**config.mk**
```make
export PLATFORM = sky130hd
export DESIGN_NAME = prio_intc
export DESIGN_NICKNAME = d
export VERILOG_FILES = /design/src/rtl/prio_intc.sv
export SDC_FILE = /design/constraint.sdc
export NUM_CORES = 2
export LEC_CHECK = 0
export BUFFER_PORTS_ARGS = -buffer_cell sky130_fd_sc_hd__buf_2
export CAP_MARGIN = 10
export CORE_MARGIN = 2
export CORE_UTILIZATION = 52
export DETAILED_ROUTE_END_ITERATION = 7
export PLACE_DENSITY = 0.69
export RECOVER_POWER = 50
export SETUP_SLACK_MARGIN = 0.3
export SLEW_MARGIN = 0
export SYNTH_ARGS = -nofsm -noshare
export SYNTH_HDL_FRONTEND = slang
export SYNTH_SLANG_ARGS = --single-unit
```
**constraint.sdc**
```tcl
create_clock -name clk -period 153.8 [get_ports clk]
set_clock_uncertainty 0.1 [all_clocks]
set_input_delay 23.07 -clock clk [delete_from_list [all_inputs] [get_ports clk]]
set_output_delay 23.07 -clock clk [all_outputs]
set_load 0.02 [all_outputs]
```
**src/rtl/prio_intc.sv**
```systemverilog
module prio_intc #(
  parameter int NLINES = 32,
  parameter int PRIO_W = 6,
  parameter int AW     = 12
) (
  input  logic              clk,
  input  logic              rst_n,
  input  logic [NLINES-1:0] irq_lines,
  input  logic              req_valid,
  output logic              req_ready,
  input  logic              req_write,
  input  logic              req_priv,
  input  logic [AW-1:0]     req_addr,
  input  logic [31:0]       req_wdata,
  output logic              rsp_valid,
  output logic [31:0]       rsp_rdata,
  output logic              rsp_err,
  output logic              irq_o,
  output logic              fiq_o
);
  localparam int LW = $clog2(NLINES);
  localparam logic [AW-1:0] A_CTRL = 12'h000;
  localparam logic [AW-1:0] A_PROT = 12'h004;
  localparam logic [AW-1:0] A_IACT = 12'h008;
  localparam logic [AW-1:0] A_FACT = 12'h00C;
  localparam logic [AW-1:0] A_MASK = 12'h010;
  localparam logic [AW-1:0] A_MCLR = 12'h014;
  localparam logic [AW-1:0] A_MSET = 12'h018;
  localparam logic [AW-1:0] A_SSET = 12'h01C;
  localparam logic [AW-1:0] A_SCLR = 12'h020;
  localparam logic [AW-1:0] A_LVL  = 12'h100;

  logic [NLINES-1:0] mask_q, swi_q, lvl_fiq;
  logic [PRIO_W-1:0] lvl_pri [NLINES];
  logic              prot_q;
  logic              irq_v, fiq_v;
  logic [LW-1:0]     irq_ln, fiq_ln;
  logic [PRIO_W-1:0] irq_pr, fiq_pr;

  assign req_ready = 1'b1;
  assign irq_o = irq_v;
  assign fiq_o = fiq_v;

  wire is_prot = req_addr == A_PROT;
  wire blocked = req_valid && (is_prot ? !req_priv : (prot_q && !req_priv));
  wire wr      = req_valid && req_write && !blocked;
  wire lvl_hit = (req_addr[AW-1:LW+2] == A_LVL[AW-1:LW+2]) && (req_addr[1:0] == 2'b00);
  wire [LW-1:0] lvl_idx = req_addr[LW+1:2];
  wire ack_irq = wr && (req_addr == A_CTRL) && req_wdata[0];
  wire ack_fiq = wr && (req_addr == A_CTRL) && req_wdata[1];

  wire [NLINES-1:0] enabled  = (irq_lines | swi_q) & ~mask_q;
  wire [NLINES-1:0] irq_cand = enabled & ~lvl_fiq;
  wire [NLINES-1:0] fiq_cand = enabled & lvl_fiq;

  logic              i_hit, f_hit;
  logic [LW-1:0]     i_line, f_line;
  logic [PRIO_W-1:0] i_pri, f_pri;

  always_comb begin
    i_hit = 1'b0; i_line = '0; i_pri = '1;
    f_hit = 1'b0; f_line = '0; f_pri = '1;
    for (int n = 0; n < NLINES; n++) begin
      if (irq_cand[n] && (!i_hit || lvl_pri[n] < i_pri)) begin
        i_hit = 1'b1; i_line = LW'(n); i_pri = lvl_pri[n];
      end
      if (fiq_cand[n] && (!f_hit || lvl_pri[n] < f_pri)) begin
        f_hit = 1'b1; f_line = LW'(n); f_pri = lvl_pri[n];
      end
    end
  end

  always_ff @(posedge clk) begin
    if (!rst_n) begin
      mask_q  <= '1;
      swi_q   <= '0;
      lvl_fiq <= '0;
      prot_q  <= 1'b0;
      for (int n = 0; n < NLINES; n++) lvl_pri[n] <= '0;
    end else if (wr) begin
      case (req_addr)
        A_PROT: prot_q <= req_wdata[0];
        A_MCLR: mask_q <= mask_q & ~req_wdata[NLINES-1:0];
        A_MSET: mask_q <= mask_q | req_wdata[NLINES-1:0];
        A_SSET: swi_q  <= swi_q | req_wdata[NLINES-1:0];
        A_SCLR: swi_q  <= swi_q & ~req_wdata[NLINES-1:0];
        default: if (lvl_hit) begin
          lvl_fiq[lvl_idx] <= req_wdata[0];
          lvl_pri[lvl_idx] <= req_wdata[PRIO_W+1:2];
        end
      endcase
    end
  end

  always_ff @(posedge clk) begin
    if (!rst_n) begin
      irq_v <= 1'b0; irq_ln <= '0; irq_pr <= '0;
    end else if (ack_irq) begin
      irq_v <= 1'b0; irq_ln <= '0; irq_pr <= '0;
    end else if (!irq_v && i_hit) begin
      irq_v <= 1'b1; irq_ln <= i_line; irq_pr <= i_pri;
    end
  end

  always_ff @(posedge clk) begin
    if (!rst_n) begin
      fiq_v <= 1'b0; fiq_ln <= '0; fiq_pr <= '0;
    end else if (ack_fiq) begin
      fiq_v <= 1'b0; fiq_ln <= '0; fiq_pr <= '0;
    end else if (!fiq_v && f_hit) begin
      fiq_v <= 1'b1; fiq_ln <= f_line; fiq_pr <= f_pri;
    end
  end

  logic [31:0] rd;
  always_comb begin
    rd = '0;
    case (req_addr)
      A_PROT: rd = 32'(prot_q);
      A_IACT: rd = (32'(irq_v) << 31) | (32'(irq_pr) << 8) | 32'(irq_ln);
      A_FACT: rd = (32'(fiq_v) << 31) | (32'(fiq_pr) << 8) | 32'(fiq_ln);
      A_MASK: rd = 32'(mask_q);
      A_SSET: rd = 32'(swi_q);
      default: if (lvl_hit) rd = 32'(lvl_fiq[lvl_idx]) | (32'(lvl_pri[lvl_idx]) << 2);
    endcase
  end

  always_ff @(posedge clk) begin
    if (!rst_n) begin
      rsp_valid <= 1'b0; rsp_rdata <= '0; rsp_err <= 1'b0;
    end else begin
      rsp_valid <= req_valid;
      rsp_err   <= blocked;
      rsp_rdata <= (req_valid && !req_write && !blocked) ? rd : '0;
    end
  end

  assert_hold_irq_R7: assert property (@(posedge clk) disable iff (!rst_n)
    irq_o && !ack_irq |=> irq_o && $stable(irq_ln) && $stable(irq_pr));
  assert_hold_fiq_R7: assert property (@(posedge clk) disable iff (!rst_n)
    fiq_o && !ack_fiq |=> fiq_o && $stable(fiq_ln));
  assert_irq_winner_competed_R4: assert property (@(posedge clk) disable iff (!rst_n)
    $rose(irq_o) |-> |($past(irq_cand) & (NLINES'(1) << irq_ln)));
  assert_fiq_winner_competed_R4: assert property (@(posedge clk) disable iff (!rst_n)
    $rose(fiq_o) |-> |($past(fiq_cand) & (NLINES'(1) << fiq_ln)));
  assert_release_R8: assert property (@(posedge clk) disable iff (!rst_n)
    ack_irq |=> !irq_o);
  assert_mask_set_R2: assert property (@(posedge clk) disable iff (!rst_n)
    wr && req_addr == A_MSET |=> &(mask_q | ~$past(req_wdata[NLINES-1:0])));
  assert_refused_write_R9: assert property (@(posedge clk) disable iff (!rst_n)
    blocked |=> $stable(mask_q) && $stable(swi_q) && $stable(prot_q) && $stable(lvl_fiq));
  assert_refused_data_R9: assert property (@(posedge clk) disable iff (!rst_n)
    rsp_valid && rsp_err |-> rsp_rdata == '0);
  assert_rsp_follows_R10: assert property (@(posedge clk) disable iff (!rst_n)
    req_valid |=> rsp_valid);
  assert_no_stray_rsp_R10: assert property (@(posedge clk) disable iff (!rst_n)
    !req_valid |=> !rsp_valid);
endmodule

```
==> flow_summary.rst <==
.. list-table::
   :header-rows: 1

   * - Metric
     - Value
   * - Slew of the pin with the lowest slew margin
     - 3630 ps
   * - Pin count of the biggest net entering global routing
     - 74
   * - Worst slack after detailed placement
     - 74000 ps
   * - Worst voltage drop across the vdd grid
     - 0.00806 mV
   * - H-tree depth
     - 2
   * - Detailed-route wire length
     - 121000 um
   * - Violated checks
     - max-capacitance violations, max-slew violations
   * - Global-route wire length before repair
     - 184000 um
   * - Number of warnings issued by yosys
     - 0
   * - Adder-cell area share of the yosys netlist
     - 7.35%
   * - Min Tclk post-route
     - 80310 ps
   * - Slowest stage delay, CP
     - 870 ps
   * - Total of cells resized after clock tree synthesis
     - 0
   * - Commonest cells after routing, fill and taps aside
     - sky130_fd_sc_hd__nand2_1 (533), sky130_fd_sc_hd__nor2_1 (443), sky130_fd_sc_hd__o21ai_0 (274)
   * - Top_reg_cell synth
     - sky130_fd_sc_hd__edfxtp_1
   * - Drt pass-1 iters
     - 8
   * - Category of the worst setup path launch point
     - input port
   * - Area occupied by registers
     - 0.00887 sq mm
   * - I/O pin cnt
     - 118
   * - Final Setup Violations
     - 0
   * - Main combinational cell family by area after synthesis
     - compound AO/OA/AOI/OAI gates
   * - Worst hold start
     - irq_pr[1]
   * - Drc violations
     - 0
   * - Starting utilization of the core area
     - 52.6%
   * - Combinational fraction of design power
     - 10.0%
   * - Post-synthesis compound-gate area fraction
     - 25.9%
   * - Slew margin rel.
     - -142%
   * - Portion of total power attributed to sequential cells
     - 48.1%
   * - Switch share
     - 28.0%
   * - Count of unique library cells instantiated by Yosys
     - 180
   * - Ratio of total power to cell area
     - 6.20 mW/mm^2
   * - Vias after detailed routing
     - 33400
   * - Setup Crit Path Kind
     - input port to register
   * - Count of flip-flops with a built-in enable after synthesis
     - 192
   * - Post-CTS setup buffer count
     - 0
   * - DRT antenna net count
     - 0
   * - Port Buffer Count
     - 116
   * - Fraction of post-synthesis cell area in the top cell type by area
     - 16.6%
   * - Sink Count
     - 347
   * - FF+latch count, synth
     - 347
   * - Ratio of final minimum period to clock period
     - 52.2%
   * - Required time of the critical path
     - 154120 ps
   * - Total number of nets in the final design
     - 4418
   * - Violation count after the first detailed-routing iteration
     - 4040
   * - Switching component of the power
     - 63.0 uW
   * - Setup slack after layout
     - 73490 ps
   * - FF-to-FF path depth
     - 253
   * - Post-synth net total
     - 4431
   * - Depth of the worst hold-timing path
     - 2
   * - Chip height
     - 262 um
   * - Clock group share of total power
     - 42.0%
   * - CORE AREA
     - 0.0660 sq mm
   * - Leak pwr
     - 0.0147 uW
   * - Number of filler cells placed in the layout
     - 6170
   * - Register-to-register setup slack
     - 95760 ps
   * - Setup repair after global routing missed its margin
     - no
   * - Critical R2R Capture
     - irq_ln[3]
   * - Share of synthesized area occupied by flip-flops and latches
     - 25.6%
   * - Launch point of the worst path
     - irq_lines[0]
   * - Timing-limited maximum frequency
     - 12.5 MHz
   * - Placer congestion estimate
     - 0.998
   * - Number of global-route vias before repair
     - 30800
   * - Worst-case clock buffer depth
     - 3
   * - Total congestion overflow after global routing
     - 0
   * - CP Max Fanout
     - 16
   * - Crit path max-delay family
     - compound AO/OA/AOI/OAI gates
   * - Hold Buf Count CTS
     - 0
   * - Clk Latency, worst-skew pair
     - 600 ps
   * - CTS root buffer
     - sky130_fd_sc_hd__clkbuf_16
   * - Share of final-layout standard cells stronger than drive strength 1
     - 14.5%
   * - Most area-consuming cells after synthesis
     - sky130_fd_sc_hd__edfxtp_1 (17%), sky130_fd_sc_hd__dfxtp_1 (8.9%), sky130_fd_sc_hd__ha_1 (7.1%)
   * - Clock-pin slew on the worst setup and hold paths
     - 60 ps
   * - Post-synthesis share of cell area spent on and, or, nand and nor gates
     - 24.5%
   * - Synth-to-Final Area Change
     - 4.50%
   * - Antenna violations before repair
     - 8
   * - Number of vias per cell after detailed routing
     - 6.63
   * - Internal cell power
     - 162 uW
   * - Xor-xnor portion of the synthesized cell area
     - 1.18%
   * - Area of combinational cells with multiple inputs
     - 0.0236 sq mm
   * - Die Area
     - 0.0688 sq mm
   * - Final Max Slew Viols
     - 207
   * - Final Hold Vio Count
     - 0
   * - Max-cap violations
     - 7
   * - Slowest stage cell, crit path
     - sky130_fd_sc_hd__o31ai_1
   * - Standard-cell rows
     - 94
   * - Crit. End Element
     - register
   * - Fraction of registers with async set or reset after synthesis
     - 0%
   * - Mux share of post-synthesis cell area
     - 8.81%
   * - Post-layout utilization of the core
     - 55.0%
   * - Most common cell after layout, fill and taps aside
     - sky130_fd_sc_hd__nand2_1
   * - Worst Path Buf+Inv
     - 20
   * - Post-Syn Area per Cell
     - 8.36 sq um
   * - Die Wd
     - 262 um
   * - Final HPWL from detailed placement
     - 92800 um
   * - Most common cell on crit path
     - sky130_fd_sc_hd__ha_1
   * - Wire per inst
     - 24.0 um
   * - TritonCTS Buffers
     - 38
   * - Count of mapped cells out of synthesis
     - 4152
   * - Clock tree from TritonCTS
     - yes
   * - Final sum of negative setup slack
     - 0 ps
   * - Status
     - finished, violations left
   * - Arrival time reported for the critical path endpoint
     - 80630 ps
   * - Largest area contributor in the netlist
     - sky130_fd_sc_hd__edfxtp_1
   * - Worst Hold End
     - irq_pr[1]
   * - GRT Util Overall
     - 33.9%
   * - Classification of the worst-slack hold path
     - register to register
   * - Mapped Area
     - 0.0347 sq mm
==> worst reg2reg max path: cells and delay by family (launching register included) <==
kind	cells	cell delay, ps
fa+ha+maj	33	9520
buf+inv	19	1540
simple gates	71	14130
compound gates	118	28950
flops	1	350
mux	12	3340
==> power by group through the flow <==
| stage | Sequential, uW | Clock [uW] | Combinational, uW |
|---|---|---|---|
| finish | 108 | 94.5 | 22.4 |
| global route | 108 | 98.3 | 24.1 |
| CTS | 108 | 94.9 | 21.8 |
| detailed placement | 110 | 0 | 21.6 |
| global placement | 110 | 0 | 21.6 |
| floorplan | 105 | 0 | 17.8 |
==> metal layers <==
| metal | up-vias | part of all wire, % | track usage (%) |
|---|---|---|---|
| met5 | - | 0.068 | 0 |
| met4 | 12 | 4.3 | 14.3 |
| met3 | 287 | 10 | 4.91 |
| met2 | 1860 | 44 | 53.2 |
| met1 | 15900 | 41 | 46.6 |
| li1 | 15400 | - | - |
==> logic make-up (layout without fill, tap and decap cells) <==
group,after synthesis,in the layout
AND/OR/NAND/NOR,1728,1728
flip-flops,347,347
other,1,2
buffers and inverters,413,429
AO/OA/AOI/OAI,1197,1197
multiplexers,216,216
adder cells (fa/ha/maj),205,205
XOR/XNOR,45,45
==> synthesized netlist by cell type, types with 85 or more instances <==
library cell	number
sky130_fd_sc_hd__edfxtp_1	192
sky130_fd_sc_hd__ha_1	198
sky130_fd_sc_hd__a21oi_1	222
sky130_fd_sc_hd__and2_1	213
sky130_fd_sc_hd__o21ai_0	273
sky130_fd_sc_hd__nand2_1	533
sky130_fd_sc_hd__nor3_1	110
sky130_fd_sc_hd__inv_1	226
sky130_fd_sc_hd__nand3_1	107
sky130_fd_sc_hd__dfxtp_1	155
sky130_fd_sc_hd__clkbuf_1	90
sky130_fd_sc_hd__mux2i_1	85
sky130_fd_sc_hd__nor2_1	446
==> worst max-delay path by stage <==
stage / endpoint / cells past startpoint / slack [ps]
final: irq_ln[3] / 254 / 73490
after global routing: irq_ln[3] / 262 / 68630
after CTS: irq_ln[3] / 254 / 74380
after detailed placement: irq_ln[3] / 254 / 74000
after global placement: irq_ln[3] / 252 / 74170
after floorplan: fiq_pr[2] / 268 / 81760
==> cell type report <==
type | count | area share (%)
Multi-Input combinational cell | 3392 | 65.0
Sequential cell | 347 | 24.5
Tap cell | 864 | 2.98
Clock buffer | 49 | 2.93
Inverter | 227 | 2.35
Timing Repair Buffer | 133 | 1.74
Clock inverter | 20 | 0.545
Antenna cell | 1 | 0.00690
==> metrics by stage <==
stage | hold slack [ps] | instance area (sq um) | power, uW | instances
after CTS | 357 | 36400 | 224 | 5032
after floorplan | 336 | 34700 | 122 | 4152
after global placement | 342 | 35100 | 131 | 4963
after global routing | 374 | 36300 | 231 | 5032
after detailed placement | 349 | 35100 | 131 | 4963
final | 354 | 36300 | 225 | 5033
No activity file was read; power rests on OpenSTA's default activity.
